`src/rtl/ulm_pkg.sv`:
```
package ulm_pkg;
  localparam logic [3:0] OFF_RXD  = 4'h0;
  localparam logic [3:0] OFF_TXD  = 4'h4;
  localparam logic [3:0] OFF_STAT = 4'h8;
  localparam int STAT_RXV = 0;
  localparam int STAT_TXF = 3;
  typedef enum logic [2:0] {SQ_POLL, SQ_STAT, SQ_PICK, SQ_RX, SQ_TX} sq_t;
endpackage

```
`src/rtl/ulm_slot.sv`:
```
module ulm_slot #(
  parameter int W = 8
) (
  input  logic         clk,
  input  logic         rst_n,
  input  logic         in_valid,
  output logic         in_ready,
  input  logic [W-1:0] in_data,
  output logic         out_valid,
  input  logic         out_ready,
  output logic [W-1:0] out_data
);
  logic         full_q;
  logic [W-1:0] data_q;

  always_ff @(posedge clk or negedge rst_n) begin
    if (!rst_n) begin
      full_q <= 1'b0;
      data_q <= '0;
    end else if (in_valid && !full_q) begin
      full_q <= 1'b1;
      data_q <= in_data;
    end else if (full_q && out_ready) begin
      full_q <= 1'b0;
    end
  end

  assign in_ready  = !full_q;
  assign out_valid = full_q;
  assign out_data  = data_q;
endmodule

```
`src/rtl/ulm_bus_port.sv`:
```
module ulm_bus_port #(
  parameter int ADDR_W = 32,
  parameter int DATA_W = 32,
  localparam int STRB_W = DATA_W / 8
) (
  input  logic              clk,
  input  logic              rst_n,
  input  logic              start,
  input  logic              we,
  input  logic [ADDR_W-1:0] addr,
  input  logic [7:0]        wbyte,
  output logic              done,
  output logic              bad,
  output logic [7:0]        rbyte,
  output logic [ADDR_W-1:0] awaddr,
  output logic              awvalid,
  input  logic              awready,
  output logic [DATA_W-1:0] wdata,
  output logic [STRB_W-1:0] wstrb,
  output logic              wvalid,
  input  logic              wready,
  input  logic [1:0]        bresp,
  input  logic              bvalid,
  output logic              bready,
  output logic [ADDR_W-1:0] araddr,
  output logic              arvalid,
  input  logic              arready,
  input  logic [DATA_W-1:0] rdata,
  input  logic [1:0]        rresp,
  input  logic              rvalid,
  output logic              rready
);
  logic              aw_v, w_v, wr_act, ar_v, rd_act;
  logic [ADDR_W-1:0] addr_q;
  logic [7:0]        byte_q;
  logic              b_hs, r_hs;
  logic              unused_rhi;

  always_ff @(posedge clk or negedge rst_n) begin
    if (!rst_n) begin
      aw_v <= 1'b0; w_v <= 1'b0; wr_act <= 1'b0;
      ar_v <= 1'b0; rd_act <= 1'b0;
      addr_q <= '0; byte_q <= '0;
    end else if (start) begin
      addr_q <= addr;
      byte_q <= wbyte;
      if (we) begin
        aw_v <= 1'b1; w_v <= 1'b1; wr_act <= 1'b1;
      end else begin
        ar_v <= 1'b1; rd_act <= 1'b1;
      end
    end else begin
      if (aw_v && awready) aw_v <= 1'b0;
      if (w_v && wready)   w_v <= 1'b0;
      if (b_hs)            wr_act <= 1'b0;
      if (ar_v && arready) ar_v <= 1'b0;
      if (r_hs)            rd_act <= 1'b0;
    end
  end

  assign awaddr  = addr_q;
  assign araddr  = addr_q;
  assign awvalid = aw_v;
  assign wvalid  = w_v;
  assign arvalid = ar_v;
  assign wdata   = {{(DATA_W-8){1'b0}}, byte_q};
  assign wstrb   = STRB_W'(1);
  assign bready  = wr_act && !aw_v && !w_v;
  assign rready  = rd_act && !ar_v;
  assign b_hs    = bvalid && bready;
  assign r_hs    = rvalid && rready;
  assign done    = b_hs || r_hs;
  assign bad     = b_hs ? (bresp != 2'b00) : (rresp != 2'b00);
  assign rbyte   = rdata[7:0];
  assign unused_rhi = ^rdata[DATA_W-1:8];
endmodule

```
`src/rtl/ulm_seq.sv`:
```
module ulm_seq
  import ulm_pkg::*;
#(
  parameter int ADDR_W = 32
) (
  input  logic              clk,
  input  logic              rst_n,
  input  logic              done,
  input  logic              bad,
  input  logic [7:0]        rbyte,
  input  logic              tx_avail,
  input  logic              rx_space,
  output logic              start,
  output logic              we,
  output logic [ADDR_W-1:0] addr,
  output logic              tx_take,
  output logic              rx_push
);
  sq_t  st, nxt;
  logic can_rx, can_tx;

  always_comb begin
    start = 1'b0; we = 1'b0; addr = ADDR_W'(OFF_STAT);
    tx_take = 1'b0; rx_push = 1'b0; nxt = st;
    unique case (st)
      SQ_POLL: begin start = 1'b1; nxt = SQ_STAT; end
      SQ_STAT: if (done) nxt = SQ_PICK;
      SQ_PICK: begin
        if (can_rx && rx_space) begin
          start = 1'b1; addr = ADDR_W'(OFF_RXD); nxt = SQ_RX;
        end else if (can_tx && tx_avail) begin
          start = 1'b1; we = 1'b1; addr = ADDR_W'(OFF_TXD);
          tx_take = 1'b1; nxt = SQ_TX;
        end else begin
          nxt = SQ_POLL;
        end
      end
      SQ_RX: if (done) begin rx_push = !bad; nxt = SQ_POLL; end
      SQ_TX: if (done) nxt = SQ_POLL;
      default: nxt = SQ_POLL;
    endcase
  end

  always_ff @(posedge clk or negedge rst_n) begin
    if (!rst_n) begin
      st <= SQ_POLL; can_rx <= 1'b0; can_tx <= 1'b0;
    end else begin
      st <= nxt;
      if (st == SQ_STAT && done) begin
        can_rx <= !bad && rbyte[STAT_RXV];
        can_tx <= !bad && !rbyte[STAT_TXF];
      end
    end
  end
endmodule

```
`src/rtl/uart_lite_master.sv`:
```
module uart_lite_master #(
  parameter int ADDR_W = 32,
  parameter int DATA_W = 32,
  localparam int STRB_W = DATA_W / 8
) (
  input  logic              clk,
  input  logic              rst_n,
  input  logic              tx_valid,
  output logic              tx_ready,
  input  logic [7:0]        tx_data,
  output logic              rx_valid,
  input  logic              rx_ready,
  output logic [7:0]        rx_data,
  output logic              err_flag,
  output logic [ADDR_W-1:0] awaddr,
  output logic [2:0]        awprot,
  output logic              awvalid,
  input  logic              awready,
  output logic [DATA_W-1:0] wdata,
  output logic [STRB_W-1:0] wstrb,
  output logic              wvalid,
  input  logic              wready,
  input  logic [1:0]        bresp,
  input  logic              bvalid,
  output logic              bready,
  output logic [ADDR_W-1:0] araddr,
  output logic [2:0]        arprot,
  output logic              arvalid,
  input  logic              arready,
  input  logic [DATA_W-1:0] rdata,
  input  logic [1:0]        rresp,
  input  logic              rvalid,
  output logic              rready
);
  logic              start, we, done, bad, tx_take, rx_push, tx_avail, rx_space;
  logic [ADDR_W-1:0] addr;
  logic [7:0]        rbyte, tx_byte;
  logic              err_q;

  ulm_slot #(.W(8)) u_txbuf (
    .clk, .rst_n,
    .in_valid(tx_valid), .in_ready(tx_ready), .in_data(tx_data),
    .out_valid(tx_avail), .out_ready(tx_take), .out_data(tx_byte)
  );

  ulm_slot #(.W(8)) u_rxbuf (
    .clk, .rst_n,
    .in_valid(rx_push), .in_ready(rx_space), .in_data(rbyte),
    .out_valid(rx_valid), .out_ready(rx_ready), .out_data(rx_data)
  );

  ulm_seq #(.ADDR_W(ADDR_W)) u_seq (
    .clk, .rst_n, .done, .bad, .rbyte, .tx_avail, .rx_space,
    .start, .we, .addr, .tx_take, .rx_push
  );

  ulm_bus_port #(.ADDR_W(ADDR_W), .DATA_W(DATA_W)) u_port (
    .clk, .rst_n, .start, .we, .addr, .wbyte(tx_byte),
    .done, .bad, .rbyte,
    .awaddr, .awvalid, .awready, .wdata, .wstrb, .wvalid, .wready,
    .bresp, .bvalid, .bready, .araddr, .arvalid, .arready,
    .rdata, .rresp, .rvalid, .rready
  );

  always_ff @(posedge clk or negedge rst_n) begin
    if (!rst_n)          err_q <= 1'b0;
    else if (done && bad) err_q <= 1'b1;
  end

  assign err_flag = err_q;
  assign awprot   = 3'b000;
  assign arprot   = 3'b000;
endmodule

```
`config.mk`:
```
export PLATFORM = sky130hd
export DESIGN_NAME = uart_lite_master
export DESIGN_NICKNAME = d
export VERILOG_FILES = /design/src/rtl/ulm_pkg.sv /design/src/rtl/ulm_slot.sv /design/src/rtl/ulm_bus_port.sv /design/src/rtl/ulm_seq.sv /design/src/rtl/uart_lite_master.sv
export SDC_FILE = /design/constraint.sdc
export NUM_CORES = 1
export LEC_CHECK = 0
export BUFFER_PORTS_ARGS = -buffer_cell sky130_fd_sc_hd__buf_2
export CORE_UTILIZATION = 41
export DETAILED_ROUTE_END_ITERATION = 12
export PLACE_DENSITY = 0.81
export SETUP_SLACK_MARGIN = 0.4
export SLEW_MARGIN = 20
export SYNTH_ARGS = -nofsm -noshare
export SYNTH_HDL_FRONTEND = slang
export SYNTH_SLANG_ARGS = --single-unit
```
`constraint.sdc`:
```
create_clock -name clk -period 1.9 [get_ports clk]
set_input_delay 0.38 -clock clk [delete_from_list [all_inputs] [get_ports clk]]
set_output_delay 0.38 -clock clk [all_outputs]
set_load 0.05 [all_outputs]
```
==> results of run 1 <==
[registers in the layout, indices dropped and copies added (netlist names), 2 cells and up]
register	cells
u_txbuf.out_data	8
u_rxbuf.out_data	8
u_port.araddr	2
u_port.byte_q	8
u_seq.st	3
[cells in the mapped netlist (all sizes together)]
master | instances | area (um^2)
nor3 | 1 | 5.00
nor3b | 2 | 15.0
nand3b | 1 | 7.51
a21o | 4 | 31.3
o21ai | 8 | 40.0
or2 | 1 | 6.26
dfrtp | 39 | 976
and3b | 1 | 8.76
mux2i | 1 | 10.0
clkbuf | 1 | 3.75
nand2b | 2 | 12.5
o2bb2ai | 2 | 17.5
o22ai | 1 | 6.26
buf | 99 | 744
nor2 | 5 | 18.8
o21a | 1 | 7.51
a31oi | 1 | 12.5
nand3 | 1 | 5.00
or4b | 2 | 20.0
conb | 2 | 7.51
nand4bb | 1 | 27.5
a21boi | 1 | 7.51
xnor2 | 1 | 8.76
mux2 | 24 | 300
nand2 | 9 | 33.8
nor2b | 2 | 12.5
inv | 8 | 30.0
[worst min-delay path by stage]
stage | start | slack, ps | cells after the start | endpoint
final | rst_n | 190 | 1 | u_port.byte_q[0]
after global routing | rst_n | 260 | 1 | u_port.byte_q[0]
after CTS | rst_n | 220 | 1 | u_port.byte_q[0]
after detailed placement | err_flag | 460 | 1 | err_flag
after global placement | err_flag | 450 | 1 | err_flag
after floorplan | rst_n | 80 | 0 | err_flag
[final cells by class]
| class | count | share of cell area |
|---|---|---|
| Multi-Input combinational cell | 166 | 0.394 |
| Sequential cell | 39 | 0.368 |
| Timing Repair Buffer | 66 | 0.149 |
| Tap cell | 72 | 0.0337 |
| Clock buffer | 6 | 0.0309 |
| Clock inverter | 2 | 0.0131 |
| Inverter | 8 | 0.0112 |
[worst max-delay path: stages, from the launching register on]
cell and delay, ps:
dfrtp_2 410, nand4bb_4 280, mux2i_1 170, or4b_4 560, o2bb2ai_2 120
[through the flow]
| step | hold slack [ps] | utilization | setup slack, ps | cells | power [mW] |
|---|---|---|---|---|---|
| 4_1_cts | 223 | 0.467 | 291 | 356 | 4.45 |
| 3_5_place_dp | 457 | 0.432 | 52.8 | 344 | 3.62 |
| 5_1_grt | 259 | 0.482 | 224 | 359 | 4.85 |
| 6_report | 187 | 0.482 | 301 | 359 | 4.63 |
| 2_1_floorplan | 84.4 | - | 210 | 313 | 3.39 |
| 3_3_place_gp | 451 | 0.432 | 61.0 | 344 | 3.58 |
[cells by family (layout without fill, tap and decap cells)]
group | count (synthesis) | count (layout) | synth area share
other cells | 2 | 94 | 0.00316
buf+inv | 108 | 82 | 0.328
flops | 39 | 39 | 0.411
mux | 25 | 25 | 0.131
xor+xnor | 1 | 1 | 0.00369
simple gates | 28 | 28 | 0.0727
compound gates | 18 | 18 | 0.0516
[what timing repair did]
action,CTS,global route
gates cloned,0,1
resized for setup,9,12
setup endpoints to repair,21,21
buffers inserted,4,2
hold endpoints to repair,0,0
pin swaps,2,2
[routing by layer]
| layer | share of wire | track usage |
|---|---|---|
| met5 | 0 | 0 |
| met4 | 0.0059 | 0.0444 |
| met3 | 0.059 | 0.0279 |
| met2 | 0.53 | 0.204 |
| met1 | 0.40 | 0.132 |
[report_power, final]
group / internal (mW) / switching, mW
logic: 0.888 / 1.66
clock network: 0.425 / 0.277
registers: 1.16 / 0.216
total: 2.48 / 2.16
==> results_dict.tcl, run 1 <==
set metrics [dict create \
    avgViaCountPerCell 3.93 \
    dp_hpwl_um 2670 \
    max-cap-violations 0 \
    antenna_found_initial 0 \
    cts_tree "built" \
    dieWidth_um 78.1 \
    die_y_um 78.1 \
    grt_pass1_vias 1184 \
    fin_skew_ps 8.31 \
    reg2reg_setup_slack_ps 300 \
    vias 1411 \
    htreeDepth 2 \
    crit_type "flip-flop to flip-flop" \
    synth_cell_types 32 \
    clk_pin_slew_ps 80 \
    wl_per_cell_um 9.98 \
    post-route-period-util 0.842 \
    routed_wl_um 3580 \
    hp-class "primary input to asynchronous set/reset pin" \
    io_pins 175 \
    grt_first_pass_wirelength_um 5430 \
    syn_to_final_growth_pct 12.4 \
    dieArea_um2 6100 \
    cts_buffers 5 \
    worst_setup_path_start_kind "flip-flop" \
    portBuffers 56 \
    worstPathRequired_ps 2120 \
    avgSynthCellArea_um2 10.8 \
    place_congestion 0.703 \
    register_area_um2 982 \
    worst_slew_pin_slew_ps 832 \
    endpoint "u_seq.can_rx" \
    finalHoldViolCount 0 \
    syn_inst 221 \
    ir_worst_vdd_mv 0.852 \
    finalInstanceArea_um2 2670 \
    clk_latency_ps 280 \
    r2r-end "u_seq.can_rx" \
    drt_first_pass_iters 4 \
    worst-path-max-fanout 5 \
    r2r_cells 4 \
    track_usage 0.115 \
    cp_data_arrival_time_ps 1820 \
    rows 27 \
    cts_root_buffer "clkbuf_8" \
    slew_viol_final 0 \
    outcome "finished, final reports clean" \
    max_freq_mhz 625 \
    layout_commonest_cell "conb_1" \
    grt_max_degree 40 \
    power_density_nw_per_um2 1730 \
    rsz0062_at_grt "true" \
    r2r_start "u_port.wvalid" \
    grt_overflow 0 \
    worstSetupEndpointType "flip-flop" \
    drt-initial-drc-count 27 \
    layout_common_cells "94 x conb_1, 54 x buf_2, 34 x dfrtp_1" \
    nFillCells 515 \
    max_slew_margin 0.445 \
    antenna_cells 0 \
    yosysSeqAreaShare 0.411 \
    fin_setup_tns_ps 0 \
    coreArea_um2 5540 \
    start_util 0.429 \
    synth-seq-cells 39 \
    startpoint "u_port.wvalid" \
    leakage_nw 1.48 \
    ctsHoldBuffers 0 \
    route.detailed.drc 0 \
    period_needed_ps 1600 \
    placed_area_um2 2390 \
    synth-warning-count 0 \
    ant_nets 0 \
    setup_viol 0 \
    clock_path_buffers 2 \
    drive_gt1_frac 0.404 \
    syn-cell-area_um2 2380 \
    cts_sinks 39 \
    multiInputGateArea_um2 1050 \
    layout.nets 339 \
]
Note: power is estimated with default switching activity, not from simulation.
==> inputs of run 2 (changes only) <==
==> constraint.sdc (replaced) <==
create_clock -name clk -period 1.5 [get_ports clk]
set_input_delay 0.3 -clock clk [delete_from_list [all_inputs] [get_ports clk]]
set_output_delay 0.3 -clock clk [all_outputs]
set_load 0.05 [all_outputs]
==> run 2 against run 1 <==
Net effect:
- the flow now finishes with violations (negative setup slack)
- hold slack better by 16 ps
- routed wire length rose by 28%
- core utilization increased by 12 points
- worst setup slack lost 420 ps
- first-iteration DRC count is 19% higher
- clock-buffer cell count is 1 higher
- critical endpoint is now u_rxbuf.out_data[2]
- largest cell class unchanged
==> results_dict.tcl, run 2 (synthesis gave the netlist of run 1 again) <==
set metrics [dict create \
    die_y_um 78.1 \
    cts_sinks 39 \
    track_usage 0.145 \
    coreArea_um2 5540 \
    clk_latency_ps 290 \
    htreeDepth 2 \
    antenna_found_initial 0 \
    drt-initial-drc-count 32 \
    setup_viol 15 \
    worst_setup_path_start_kind "flip-flop" \
    post-route-period-util 1.08 \
    drive_gt1_frac 0.509 \
    fin_skew_ps 6.55 \
    rows 27 \
    dp.cells 354 \
    power_density_nw_per_um2 2130 \
    finalInstanceArea_um2 3360 \
    clk_pin_slew_ps 70 \
    drt_first_pass_iters 4 \
    fin_setup_tns_ps -1060 \
    leakage_nw 1.80 \
    syn_to_final_growth_pct 41.3 \
    instances_no_fill 404 \
    placed_area_um2 2600 \
    layout.nets 384 \
    portBuffers 56 \
    dieWidth_um 78.1 \
    worst-path-max-fanout 9 \
    worst_slack_ps -120 \
    max-cap-violations 0 \
    finalPower_mw 7.14 \
    clock_path_buffers 2 \
    rsz0062_at_grt "true" \
    cts_buffers 5 \
    reg2reg_setup_slack_ps -120 \
    dp_hpwl_um 2950 \
    layout_common_cells "94 x conb_1, 35 x buf_6, 33 x dfrtp_1, 33 x buf_4, 27 x buf_2" \
    worstSetupEndpointType "flip-flop" \
    cts_root_buffer "clkbuf_8" \
    route.detailed.drc 0 \
    outcome "complete, but fails checks" \
    antenna_cells 0 \
    cts_tree "built" \
    vias 1603 \
    hp-class "primary input to flip-flop" \
    hold_slack_ps 203 \
    max_freq_mhz 617 \
    cp_data_arrival_time_ps 1790 \
    post-route-util 0.606 \
    dieArea_um2 6100 \
    ant_nets 0 \
    grt_first_pass_wirelength_um 6840 \
    wl_per_cell_um 11.3 \
    grt_max_degree 22 \
    slew_viol_final 0 \
    layout_commonest_cell "conb_1" \
    crit_type "flip-flop to flip-flop" \
    finalHoldViolCount 0 \
    ir_worst_vdd_mv 1.19 \
    dp_slack_ps -118 \
    avgViaCountPerCell 3.97 \
    place_congestion 0.728 \
    grt_overflow 0 \
    grt_pass1_vias 1473 \
    worstPathRequired_ps 1670 \
    io_pins 175 \
    period_needed_ps 1620 \
    routed_wl_um 4580 \
    violations "negative setup slack" \
    start_util 0.429 \
]
-- run 2: final cells by class --
cell class	count	area, um^2
well taps	72	90.1
repair buffers	111	1040
multi-input cells	166	1130
flip-flops and latches	39	983
clock inverters	1	5.00
inverters	8	32.5
fillers	477	2180
clock buffers	7	76.3
-- run 2: critical path, stage by stage (launching register included) --
cell and delay [ps]:
dfrtp_2 400, nand4bb_4 260, and3b_1 200, o21a_1 190
buf_12 150, mux2_4 300
-- run 2: final timing paths --
kind                                     startpoint  cells after the start                  end
worst min-delay path                       rdata[3]                      2         u_seq.can_tx
max in group asynchronous                     rst_n                      3       u_port.awvalid
worst min register to register  u_txbuf.out_data[0]                      1     u_port.byte_q[0]
min in group asynchronous                     rst_n                      2          u_seq.st[0]
worst max register to register        u_port.wvalid                      5  u_rxbuf.out_data[2]
worst max-delay path                  u_port.wvalid                      5  u_rxbuf.out_data[2]
-- run 2: layer usage --
metal / global-route usage / vias up / wire length, um
met1: 0.171 / 768 / 1820
met4: 0.0389 / 0 / 48
met2: 0.262 / 83 / 2420
met5: 0 / - / 0
li1: - / 747 / -
met3: 0.0349 / 5 / 292
-- run 2: repair_timing --
item                                   4_1_cts  5_1_grt
cloned                                       2        0
buffers inserted                            20       19
pin swaps                                    8        7
endpoints found under the hold margin       18        0
hold buffers                                 1        0
setup endpoints to repair                   65       68
gates resized for setup                     93       12
-- run 2: report_power, final --
part           internal [mW]  total, mW  switching [mW]
clock network          0.326      0.671           0.345
registers               1.48       1.81           0.328
logic                   2.23       4.66            2.43
total                   4.03       7.14            3.10
==> inputs of run 3 (changes only) <==
--- a/config.mk
+++ b/config.mk
@@ -5,7 +5,9 @@
 export SDC_FILE = /design/constraint.sdc
 export NUM_CORES = 1
 export LEC_CHECK = 0
+export ABC_AREA = 1
 export BUFFER_PORTS_ARGS = -buffer_cell sky130_fd_sc_hd__buf_2
+export CORE_ASPECT_RATIO = 0.5
 export CORE_UTILIZATION = 41
 export DETAILED_ROUTE_END_ITERATION = 12
 export PLACE_DENSITY = 0.81
==> run 3 against run 2 <==
Net effect:
- the flow still finishes with violations (negative setup slack)
- die area up 1.7%
- worst setup slack better by 120 ps
- sequential power up 6%
- critical path depth up 4
- critical path type unchanged
- largest power group unchanged
==> results_dict.tcl, run 3 <==
set metrics [dict create \
    synth_cell_types 23 \
    worst_slack_ps -1.43 \
    dp.cells 401 \
    post-route-period-util 1.00 \
    finalInstanceArea_um2 3500 \
    max-cap-violations 0 \
    layout.nets 426 \
    instances_no_fill 447 \
    portBuffers 56 \
    ant_nets 0 \
    multiInputGateArea_um2 1180 \
    start_util 0.433 \
    nFillCells 391 \
    synth_area_leaders "dfrtp_1 40%, buf_4 30%, nand2_1 7.3%, inv_1 4.4%, mux2_2 3.7%" \
    min_from "rx_ready" \
    crit_path_top_delay_cell "dfrtp_1" \
    routed_wl_um 6430 \
    worstSetupEndpointType "flip-flop" \
    drt_first_pass_iters 6 \
    r2r_cells 9 \
    sequentialPowerShare 0.226 \
    synthFlopType "dfrtp_1" \
    violations "negative setup slack" \
    drt-initial-drc-count 154 \
    async_flop_share 1.00 \
    crit_chain "buf_6, buf_6, buf_6, nor3_2, nand4_1, buf_6, nand2_2, o21ai_2, inv_1" \
    rows 19 \
    dp_slack_ps 45.4 \
    ir_worst_vdd_mv 1.07 \
    dieArea_um2 6210 \
    placed_area_um2 2530 \
    antenna_found_initial 0 \
    synth-seq-cells 39 \
    hold_end "u_rxbuf.out_valid" \
    wl_per_cell_um 14.4 \
    syn_to_final_growth_pct 45.3 \
    r2r-end "u_port.wvalid" \
    setup_viol 1 \
    comb_power_share 0.629 \
    synth_top_area_share 0.405 \
    route.detailed.drc 0 \
    worstPathRequired_ps 1720 \
    grt_max_degree 40 \
    rsz0062_at_grt "true" \
    finalHoldViolCount 0 \
    post-route-util 0.630 \
    cts_sinks 39 \
    finalPower_mw 8.44 \
    yosysSeqAreaShare 0.405 \
    power_frac_clock 0.144 \
    avgViaCountPerCell 4.48 \
    vias 2003 \
    drive_gt1_frac 0.463 \
    cp_data_arrival_time_ps 1720 \
    hold_depth 2 \
    max_freq_mhz 666 \
    io_pins 175 \
    leakage_nw 1.90 \
    hp-class "primary input to flip-flop" \
    yosysTopAreaCell "dfrtp_1" \
    switching_share 0.470 \
    dieWidth_um 110 \
    htreeDepth 2 \
    place_congestion 0.795 \
    synth_common_cells "97 x buf_4, 47 x nand2_1, 39 x dfrtp_1" \
    worst_setup_path_start_kind "flip-flop" \
    avgSynthCellArea_um2 8.77 \
    clk_pin_slew_ps 70 \
    dp_hpwl_um 2960 \
    clk_latency_ps 290 \
    power_density_nw_per_um2 2410 \
    p_sw_mw 3.96 \
    track_usage 0.194 \
    reg2reg_setup_slack_ps -1 \
    syn-cell-area_um2 2410 \
    cts_tree "built" \
    clock_path_buffers 2 \
    register_area_um2 985 \
    yosysMostFrequentCell "buf_4" \
    cts_root_buffer "clkbuf_16" \
    cts_buffers 5 \
    internal_power_mw 4.47 \
    period_needed_ps 1500 \
    layout_common_cells "94 x conb_1, 41 x buf_6, 32 x dfrtp_1" \
    synth-warning-count 0 \
    synth_edf_count 0 \
    grt_first_pass_wirelength_um 9160 \
    layout_commonest_cell "conb_1" \
    crit_type "flip-flop to flip-flop" \
    antenna_cells 0 \
    slew_viol_final 0 \
    crit_top_cell "buf_6" \
    r2r_start "u_seq.st[0]" \
    cp_slowest_stage_delay_ps 400 \
    grt_pass1_vias 1779 \
    outcome "complete, but fails checks" \
    fin_skew_ps 11.5 \
    grt_overflow 0 \
    die_y_um 56.2 \
    syn_inst 275 \
    coreArea_um2 5560 \
    worst-path-max-fanout 6 \
]
==> run 3: changes by cell type after synthesis, moves of 3 or more <==
cell     before  now
o21ai_0       8   17
mux2_2       16    8
inv_1         8   28
nand2_1       9   47
o21ai_1       0    4
a21o_1        3    0
nand3_1       1   10
mux2_4        8    0
==> run 3: cell type report <==
cell class / instances / share of cell area
Tap cell: 73 / 0.0261
Clock buffer: 5 / 0.0357
Clock inverter: 3 / 0.0125
Multi-Input combinational cell: 200 / 0.337
Timing Repair Buffer: 97 / 0.273
Inverter: 30 / 0.0339
Sequential cell: 39 / 0.281
==> run 3: layer usage <==
metal	GRT usage	up-vias	wire (um)
li1	-	865	-
met1	0.225	945	2440
met2	0.329	158	3170
met3	0.0458	35	524
met4	0.124	0	301
met5	0	-	0
==> run 3: how the worst max path moves through the flow <==
stage                    from                   to  slack, ps  depth (start not counted)
2_1_floorplan  u_port.arvalid  u_rxbuf.out_data[0]        -50                          6
3_3_place_gp    u_port.wvalid  u_rxbuf.out_data[0]         70                          7
3_5_place_dp    u_port.wvalid  u_rxbuf.out_data[0]         50                          7
4_1_cts         u_port.wr_act               bready        130                          3
5_1_grt           u_seq.st[0]        u_port.wvalid        -50                          9
6_report          u_seq.st[0]        u_port.wvalid         -1                          9
==> run 3: critical path: cells and delay by family (launching register included) <==
| family | cells | cell delay, ps |
|---|---|---|
| buffers and inverters | 5 | 590 |
| AO/OA/AOI/OAI | 1 | 70 |
| AND/OR/NAND/NOR | 3 | 370 |
| flip-flops | 1 | 400 |
==> run 3: logic make-up after synthesis <==
| logic type | count (synthesis) | share of synthesized area |
|---|---|---|
| AOI/OAI and AO/OA | 25 | 0.0649 |
| DFF | 39 | 0.405 |
| and+or+nand+nor | 72 | 0.134 |
| muxes | 8 | 0.0374 |
| other | 2 | 0.00311 |
| buffers and inverters | 129 | 0.355 |
==> run 3: stage by stage <==
step | TNS (ps) | hold slack [ps]
final | -1.43 | 231
after global routing | -80.9 | 234
after CTS | 0 | 200
after detailed placement | 0 | 289
after global placement | 0 | 282
after floorplan | -419 | 4.41
==> run 3: power by group through the flow <==
stage	registers (mW)	clock network [mW]	logic [mW]
6_report	1.91	1.22	5.31
5_1_grt	1.94	1.29	5.52
4_1_cts	1.85	1.22	4.74
3_5_place_dp	1.81	0	3.22
3_3_place_gp	1.79	0	3.15
2_1_floorplan	2.54	0	2.08
==> run 3: timing repair <==
item | 4_1_cts | 5_1_grt
resized for setup | 98 | 34
endpoints found under the hold margin | 39 | 0
pin swaps | 7 | 8
setup buffers | 22 | 10
cloned | 4 | 1
hold buffers | 1 | 0
setup endpoints to repair | 67 | 67
